<file path="config.mk">
export PLATFORM = sky130hd
export DESIGN_NAME = dma_window_xlat
export DESIGN_NICKNAME = d
export VERILOG_FILES = /design/src/rtl/dwx_pkg.sv /design/src/rtl/dwx_regfile.sv /design/src/rtl/dwx_match.sv /design/src/rtl/dma_window_xlat.sv
export SDC_FILE = /design/constraint.sdc
export NUM_CORES = 2
export LEC_CHECK = 0
export BUFFER_PORTS_ARGS = -buffer_cell sky130_fd_sc_hd__buf_2
export CAP_MARGIN = 30
export CORE_ASPECT_RATIO = 1.25
export CORE_UTILIZATION = 65
export CTS_BUF_LIST = sky130_fd_sc_hd__clkbuf_16
export DETAILED_ROUTE_END_ITERATION = 16
export GPL_ROUTABILITY_DRIVEN = 0
export MAX_ROUTING_LAYER = met4
export PLACE_DENSITY = 0.95
export REMOVE_ABC_BUFFERS = 1
export SLEW_MARGIN = 20
export SYNTH_ARGS = -nofsm -noshare
export SYNTH_HDL_FRONTEND = slang
export SYNTH_SLANG_ARGS = --single-unit
</file>
<file path="constraint.sdc">
create_clock -name clk -period 4.9 [get_ports clk]
set_input_delay 0.49 -clock clk [delete_from_list [all_inputs] [get_ports clk]]
set_output_delay 0.49 -clock clk [all_outputs]
set_load 0.02 [all_outputs]
</file>
<file path="src/rtl/dwx_pkg.sv">
package dwx_pkg;

    typedef enum logic [1:0] {
        ST_IDLE  = 2'd0,
        ST_FETCH = 2'd1,
        ST_WAIT  = 2'd2
    } xlat_st_e;

    localparam logic [1:0] KIND_BASE  = 2'd0;
    localparam logic [1:0] KIND_MASK  = 2'd1;
    localparam logic [1:0] KIND_XBASE = 2'd2;

    localparam int EN_BIT      = 0;
    localparam int SG_BIT      = 1;
    localparam int FIELD_LSB   = 20;
    localparam int FIELD_MSB   = 31;
    localparam int PAGE_LSB    = 13;
    localparam int PTE_SHR     = 10;
    localparam int FRAME_SHL   = 12;

endpackage

</file>
<file path="src/rtl/dwx_regfile.sv">
module dwx_regfile
    import dwx_pkg::*;
#(
    parameter int NWIN = 4,
    parameter int AW   = 64,
    parameter int IW   = $clog2(NWIN)
) (
    input  logic                      clk,
    input  logic                      rst_n,
    input  logic                      wr_en,
    input  logic [IW+1:0]             addr,
    input  logic [AW-1:0]             wdata,
    output logic [AW-1:0]             rdata,
    output logic [NWIN-1:0][AW-1:0]   base_o,
    output logic [NWIN-1:0][AW-1:0]   mask_o,
    output logic [NWIN-1:0][AW-1:0]   xbase_o
);

    typedef struct packed {
        logic [NWIN-1:0][AW-1:0] base;
        logic [NWIN-1:0][AW-1:0] mask;
        logic [NWIN-1:0][AW-1:0] xbase;
    } regs_t;

    regs_t r_d, r_q;
    logic [1:0]    kind;
    logic [IW-1:0] idx;

    assign kind = addr[IW+1:IW];
    assign idx  = addr[IW-1:0];

    always_comb begin
        r_d = r_q;
        if (wr_en) begin
            case (kind)
                KIND_BASE:  r_d.base[idx]  = wdata;
                KIND_MASK:  r_d.mask[idx]  = wdata;
                KIND_XBASE: r_d.xbase[idx] = wdata;
                default:    ;
            endcase
        end
    end

    always_comb begin
        case (kind)
            KIND_BASE:  rdata = r_q.base[idx];
            KIND_MASK:  rdata = r_q.mask[idx];
            KIND_XBASE: rdata = r_q.xbase[idx];
            default:    rdata = '0;
        endcase
    end

    always_ff @(posedge clk or negedge rst_n) begin
        if (!rst_n) r_q <= '0;
        else        r_q <= r_d;
    end

    assign base_o  = r_q.base;
    assign mask_o  = r_q.mask;
    assign xbase_o = r_q.xbase;

endmodule

</file>
<file path="src/rtl/dwx_match.sv">
module dwx_match
    import dwx_pkg::*;
#(
    parameter int NWIN = 4,
    parameter int AW   = 64,
    parameter int IW   = $clog2(NWIN)
) (
    input  logic [AW-1:0]            bus,
    input  logic [NWIN-1:0][AW-1:0]  base,
    input  logic [NWIN-1:0][AW-1:0]  mask,
    input  logic [NWIN-1:0][AW-1:0]  xbase,
    output logic                     hit,
    output logic [IW-1:0]            win,
    output logic                     sg,
    output logic [AW-1:0]            dir_addr,
    output logic [AW-1:0]            pte_addr
);

    localparam logic [AW-1:0] ONE      = AW'(1);
    localparam logic [AW-1:0] FIELD    = ((ONE << (FIELD_MSB + 1)) - ONE) & ~((ONE << FIELD_LSB) - ONE);
    localparam logic [AW-1:0] OFF_LOW  = (ONE << FIELD_LSB) - ONE;
    localparam logic [AW-1:0] SEL_LOW  = ((ONE << FIELD_LSB) - ONE) & ~((ONE << PAGE_LSB) - ONE);
    localparam logic [AW-1:0] TBL_LOW  = (ONE << PTE_SHR) - ONE;

    logic [NWIN-1:0]         hit_v;
    logic [NWIN-1:0][AW-1:0] dir_v;
    logic [NWIN-1:0][AW-1:0] pte_v;

    for (genvar w = 0; w < NWIN; w++) begin : g_win
        logic [AW-1:0] fld, cmp, off, sel, tbm;
        assign fld = mask[w] & FIELD;
        assign cmp = ~mask[w] & FIELD;
        assign hit_v[w] = base[w][EN_BIT] && (((bus ^ base[w]) & cmp) == '0);
        assign off = fld | OFF_LOW;
        assign dir_v[w] = (xbase[w] & ~off) | (bus & off);
        assign sel = fld | SEL_LOW;
        assign tbm = ~((fld >> PTE_SHR) | TBL_LOW);
        assign pte_v[w] = (xbase[w] & tbm) | ((bus & sel) >> PTE_SHR);
    end

    always_comb begin
        hit      = 1'b0;
        win      = '0;
        sg       = 1'b0;
        dir_addr = '0;
        pte_addr = '0;
        for (int w = NWIN - 1; w >= 0; w--) begin
            if (hit_v[w]) begin
                hit      = 1'b1;
                win      = IW'(w);
                sg       = base[w][SG_BIT];
                dir_addr = dir_v[w];
                pte_addr = pte_v[w];
            end
        end
    end

endmodule

</file>
<file path="src/rtl/dma_window_xlat.sv">
module dma_window_xlat
    import dwx_pkg::*;
#(
    parameter int NWIN  = 4,
    parameter int AW    = 64,
    parameter int DW    = 64,
    parameter int OUT_W = 34
) (
    input  logic                       clk,
    input  logic                       rst_n,
    input  logic                       reg_wr_en,
    input  logic [$clog2(NWIN)+1:0]    reg_addr,
    input  logic [AW-1:0]              reg_wdata,
    output logic [AW-1:0]              reg_rdata,
    input  logic                       req_valid,
    output logic                       req_ready,
    input  logic [AW-1:0]              req_addr,
    output logic                       rsp_valid,
    output logic [AW-1:0]              rsp_addr,
    output logic                       rsp_hit,
    output logic [$clog2(NWIN)-1:0]    rsp_win,
    output logic                       mem_req_valid,
    input  logic                       mem_req_ready,
    output logic [AW-1:0]              mem_req_addr,
    input  logic                       mem_rsp_valid,
    input  logic [DW-1:0]              mem_rsp_data
);

    localparam int IW = $clog2(NWIN);
    localparam logic [AW-1:0] KEEP = {{(AW-OUT_W){1'b0}}, {OUT_W{1'b1}}};

    typedef struct packed {
        xlat_st_e              st;
        logic                  rsp_v;
        logic [AW-1:0]         rsp_a;
        logic                  rsp_hit;
        logic [IW-1:0]         rsp_w;
        logic [AW-1:0]         mem_a;
        logic [PAGE_LSB-1:0]   low;
        logic [IW-1:0]         win;
    } state_t;

    state_t s_d, s_q;

    logic [NWIN-1:0][AW-1:0] w_base, w_mask, w_xbase;
    logic                    m_hit, m_sg;
    logic [IW-1:0]           m_win;
    logic [AW-1:0]           m_dir, m_pte;
    logic [AW-1:0]           frame;

    dwx_regfile #(.NWIN(NWIN), .AW(AW), .IW(IW)) u_regs (
        .clk     (clk),
        .rst_n   (rst_n),
        .wr_en   (reg_wr_en),
        .addr    (reg_addr),
        .wdata   (reg_wdata),
        .rdata   (reg_rdata),
        .base_o  (w_base),
        .mask_o  (w_mask),
        .xbase_o (w_xbase)
    );

    dwx_match #(.NWIN(NWIN), .AW(AW), .IW(IW)) u_match (
        .bus      (req_addr),
        .base     (w_base),
        .mask     (w_mask),
        .xbase    (w_xbase),
        .hit      (m_hit),
        .win      (m_win),
        .sg       (m_sg),
        .dir_addr (m_dir),
        .pte_addr (m_pte)
    );

    assign frame = AW'({mem_rsp_data[DW-1:1], 1'b0}) << FRAME_SHL;

    always_comb begin
        s_d       = s_q;
        s_d.rsp_v = 1'b0;
        case (s_q.st)
            ST_IDLE: begin
                if (req_valid) begin
                    if (m_hit && m_sg) begin
                        s_d.st    = ST_FETCH;
                        s_d.mem_a = m_pte;
                        s_d.low   = req_addr[PAGE_LSB-1:0];
                        s_d.win   = m_win;
                    end else begin
                        s_d.rsp_v   = 1'b1;
                        s_d.rsp_hit = m_hit;
                        s_d.rsp_w   = m_hit ? m_win : '0;
                        s_d.rsp_a   = m_hit ? (m_dir & KEEP) : req_addr;
                    end
                end
            end
            ST_FETCH: begin
                if (mem_req_ready) s_d.st = ST_WAIT;
            end
            ST_WAIT: begin
                if (mem_rsp_valid) begin
                    s_d.st      = ST_IDLE;
                    s_d.rsp_v   = 1'b1;
                    s_d.rsp_hit = 1'b1;
                    s_d.rsp_w   = s_q.win;
                    s_d.rsp_a   = (frame | AW'(s_q.low)) & KEEP;
                end
            end
            default: s_d.st = ST_IDLE;
        endcase
    end

    always_ff @(posedge clk or negedge rst_n) begin
        if (!rst_n) s_q <= '0;
        else        s_q <= s_d;
    end

    assign req_ready     = (s_q.st == ST_IDLE);
    assign mem_req_valid = (s_q.st == ST_FETCH);
    assign mem_req_addr  = s_q.mem_a;
    assign rsp_valid     = s_q.rsp_v;
    assign rsp_addr      = s_q.rsp_a;
    assign rsp_hit       = s_q.rsp_hit;
    assign rsp_win       = s_q.rsp_w;

endmodule

</file>
==> run summary <==
Outcome: complete, no violations
Seq. cell area: 22870 um2
First-pass detailed-route iteration total: 8
Hold Startpoint: req_addr[60]
Multi-input gate area in the final layout: 19190 um2
Final Instance Count excl. Fillers: 4280
Number of DRC markers in iteration 0: 3245
Maximum fanout along the worst path: 24
Final worst-path setup slack: 0.9863 ns
Seq/Total Area, Yosys: 0.5193
Number of distinct library cells after synthesis: 47
Met2 layer wire length in the routed design: 58170 um
Depth of the most critical reg-to-reg path: 10
Hold-critical path depth: 2
Chip Width: 234.8 um
Maximum number of pins on one net before global-route repair: 131
DRC errors left: 0
Count of fill cells added during filler insertion: 4015
Initial antenna violation count: 15
Register-to-register setup slack: 0.99 ns
Final period util: 0.7987
Setup WS pre-CTS: 1.038 ns
Critical path launch point type: flip-flop
Row count: 106
TritonCTS Buffers: 86
Number of max-cap violations: 0
H-tree level count: 3
Syn Inst Count: 3246
Setup Crit Path Kind: reg2reg
Mean instance size in the synthesized netlist: 13.57 um2
Ys Warns: 0
Final critical-path required period: 3.914 ns
Core area: 66980 um2
Number of post-CTS setup repair buffers: 0
Vias in the first global route: 31340
Maximum vdd drop: 0.2951 mV
Crit end category: flip-flop
Slew Viols, Final: 0
Final hold violation count: 0
Maximum frequency from static timing analysis: 255.5 MHz
Routed wire length: 119200 um
End of the worst hold path: rsp_addr[60]$_DFFE_PN0P_
Ratio of cells with drive above 1 in the final layout: 0.4509
HPWL after detailed placement: 71730 um
First-pass GRT wire length: 183500 um
Final setup vio count: 0
Data arrival time of the critical path: 4.47 ns
Flip-flop and latch count after synthesis: 914
Overall Global Routing Usage: 0.3616
Number of port buffers: 353
Final Util: 0.7218
Met3 wire len: 10440 um
CTS tree: done
Setup repair after global routing missed its margin: no
Worst-case headroom to the max-slew limit: 0.3232
Area growth from synthesis to final layout: 9.773%
Post-route antenna net violation count: 0
Net count of the finished layout: 3542
Clock Skew: 0.02153 ns
# IOs: 400
Critical path data required time: 5.46 ns
Hold Path Class: in2reg
P_leak: 0.02145 uW
Summed instance area of the synthesized netlist: 44040 um2
Initial Util: 0.6576
Clock latency on the worst-skew pair: 0.65 ns
Transition time at the pin with the least slew margin: 1.015 ns
Post-detailed-route via-to-cell ratio: 6.944
Die span in y: 293.0 um
Buffer depth of the longest clock path: 3
Total vias in the final route: 29720
Total Die Area: 68810 um2
Clock root buffer: sky130_fd_sc_hd__clkbuf_16
Placed instance count: 4114
Highest metal used: met4
CTS sink cnt: 914
Final routed wire length divided by cell count: 27.86 um
Worst reg2reg path endpoint: rsp_addr[25]$_DFFE_PN0P_
Clock slew seen by the registers of the worst setup and hold paths: 0.06 ns
Global route overflow: 0
Power per standard cell area: 455.8 nW/um2
Met1 Routed Length: 43260 um
Worst flop-to-flop path startpoint: u_regs.base_o[155]$_DFFE_PN0P_
## worst max path at each step
stage	start	to	slack [ns]	cells past startpoint
global placement	req_addr[20]	rsp_addr[30]$_DFFE_PN0P_	1.05	9
CTS	u_regs.base_o[155]$_DFFE_PN0P_	rsp_addr[25]$_DFFE_PN0P_	1.17	10
global route	u_regs.base_o[155]$_DFFE_PN0P_	rsp_addr[25]$_DFFE_PN0P_	0.96	10
finish	u_regs.base_o[155]$_DFFE_PN0P_	rsp_addr[25]$_DFFE_PN0P_	0.99	10
detailed placement	req_addr[27]	rsp_addr[25]$_DFFE_PN0P_	1.04	11
floorplan	req_addr[23]	mem_req_addr[3]$_DFFE_PN0P_	-1.15	7
## registers in the layout, summed over array words and instances (netlist names)
register,count
rsp_valid,1
rsp_hit,1
u_regs.base_o,256
rsp_win,2
rsp_addr,64
mem_req_addr,61
u_regs.mask_o,256
u_regs.xbase_o,256
s_q,17
## synth_stat cells, drive strengths merged
master | number | share of area
dfrtp | 914 | 0.52
mux2 | 788 | 0.20
clkbuf | 223 | 0.019
buf | 193 | 0.029
mux4 | 192 | 0.098
nand2 | 163 | 0.014
mux2i | 116 | 0.026
nor2 | 103 | 0.0088
o21ai | 95 | 0.011
a21oi | 87 | 0.0099
xnor2 | 48 | 0.0095
nor3 | 46 | 0.0052
a221oi | 43 | 0.0087
nor2b | 41 | 0.0058
o221ai | 40 | 0.0080
a22o | 31 | 0.0062
a22oi | 24 | 0.0041
o22ai | 21 | 0.0031
nand2b | 16 | 0.0023
a222oi | 14 | 0.0032
nand3 | 10 | 0.0011
inv | 8 | 0.00068
and2 | 3 | 0.00043
nand3b | 3 | 0.00051
o2111ai | 3 | 0.00060
o211ai | 3 | 0.00051
o21a | 3 | 0.00051
or4 | 3 | 0.00051
nor4 | 2 | 0.00043
a2111oi | 1 | 0.00063
a21o | 1 | 0.00017
and3 | 1 | 0.00014
and3b | 1 | 0.00020
conb | 1 | 0.000085
nor3b | 1 | 0.00017
o2bb2ai | 1 | 0.00034
or2 | 1 | 0.00014
or3 | 1 | 0.00014
or3b | 1 | 0.00020
## worst max-delay path: stages (launching register included)
cell and delay [ns]:
sky130_fd_sc_hd__dfrtp_1 0.42, sky130_fd_sc_hd__xnor2_1 0.41, sky130_fd_sc_hd__o22ai_1 0.19, sky130_fd_sc_hd__nor4_2 0.77, sky130_fd_sc_hd__a2111oi_4 0.20, sky130_fd_sc_hd__a221oi_2 0.61, sky130_fd_sc_hd__o21a_1 0.23, sky130_fd_sc_hd__buf_4 0.29
sky130_fd_sc_hd__nand2_1 0.23, sky130_fd_sc_hd__buf_4 0.26, sky130_fd_sc_hd__o21ai_0 0.19
## through the flow
stage	hold slack [ns]	instance area (um2)	power, uW	TNS, ns
floorplan	0.1944	41950	13760	-111.85
global placement	0.4534	45670	15300	0
detailed placement	0.4573	45710	15690	0
CTS	0.03872	48280	22010	0
global route	0.05097	48340	22880	0
finish	0.06520	48350	22040	0
## layer usage
layer,global-route usage,up-vias
met5,-,-
met4,0.2213,0
met3,0.07807,518
met2,0.5648,1853
met1,0.4346,15360
li1,-,12000
## where the power goes
group          switching [uW]  internal (uW)  leakage (uW)
clock                    2860           3420       0.00133
sequential               1350           9350        0.0113
combinational            2420           2650       0.00882
total                    6630          15400        0.0215
## repair_timing
action | 4_1_cts | 5_1_grt
hold endpoints to repair | 26 | 0
hold buffers | 1 | 0
resized for setup | 0 | 0
endpoints found under the setup margin | 0 | 0
## layout make-up
| type | instances | area share |
|---|---|---|
| antenna | 16 | 0.0008282 |
| inverter | 8 | 0.0006211 |
| sequential | 914 | 0.4731 |
| clock buffer | 87 | 0.04503 |
| multi-input combinational | 1910 | 0.3969 |
| tap | 864 | 0.02236 |
| timing repair buffer | 420 | 0.05329 |
| clock inverter | 61 | 0.007867 |
## cells by family after synthesis
kind of cell,after synthesis,share of synthesized area
other,1,0.00008515
muxes,1096,0.3260
xor gates and xnor gates,48,0.009545
DFF,914,0.5193
AOI/OAI and AO/OA,367,0.05665
buffers and inverters,424,0.04832
and+or+nand+nor,396,0.04006
## cell usage in the layout, fill, tap and decap left out, types with 4 or more instances in the layout
cell	count
sky130_fd_sc_hd__a21oi_1	87
sky130_fd_sc_hd__a221oi_1	42
sky130_fd_sc_hd__a222oi_1	14
sky130_fd_sc_hd__a22o_1	31
sky130_fd_sc_hd__a22oi_1	24
sky130_fd_sc_hd__buf_12	18
sky130_fd_sc_hd__buf_2	349
sky130_fd_sc_hd__buf_4	46
sky130_fd_sc_hd__bufinv_16	4
sky130_fd_sc_hd__clkbuf_16	87
sky130_fd_sc_hd__clkinv_1	17
sky130_fd_sc_hd__clkinv_2	14
sky130_fd_sc_hd__dfrtp_1	914
sky130_fd_sc_hd__diode_2	16
sky130_fd_sc_hd__inv_1	28
sky130_fd_sc_hd__mux2_1	4
sky130_fd_sc_hd__mux2_2	784
sky130_fd_sc_hd__mux2i_1	116
sky130_fd_sc_hd__mux4_2	192
sky130_fd_sc_hd__nand2_1	161
sky130_fd_sc_hd__nand2b_1	12
sky130_fd_sc_hd__nand3_1	10
sky130_fd_sc_hd__nor2_1	95
sky130_fd_sc_hd__nor2_4	7
sky130_fd_sc_hd__nor2b_1	39
sky130_fd_sc_hd__nor3_1	46
sky130_fd_sc_hd__o21ai_0	93
sky130_fd_sc_hd__o221ai_1	40
sky130_fd_sc_hd__o22ai_1	20
sky130_fd_sc_hd__xnor2_1	48
Power figures use the tool's default switching activity.
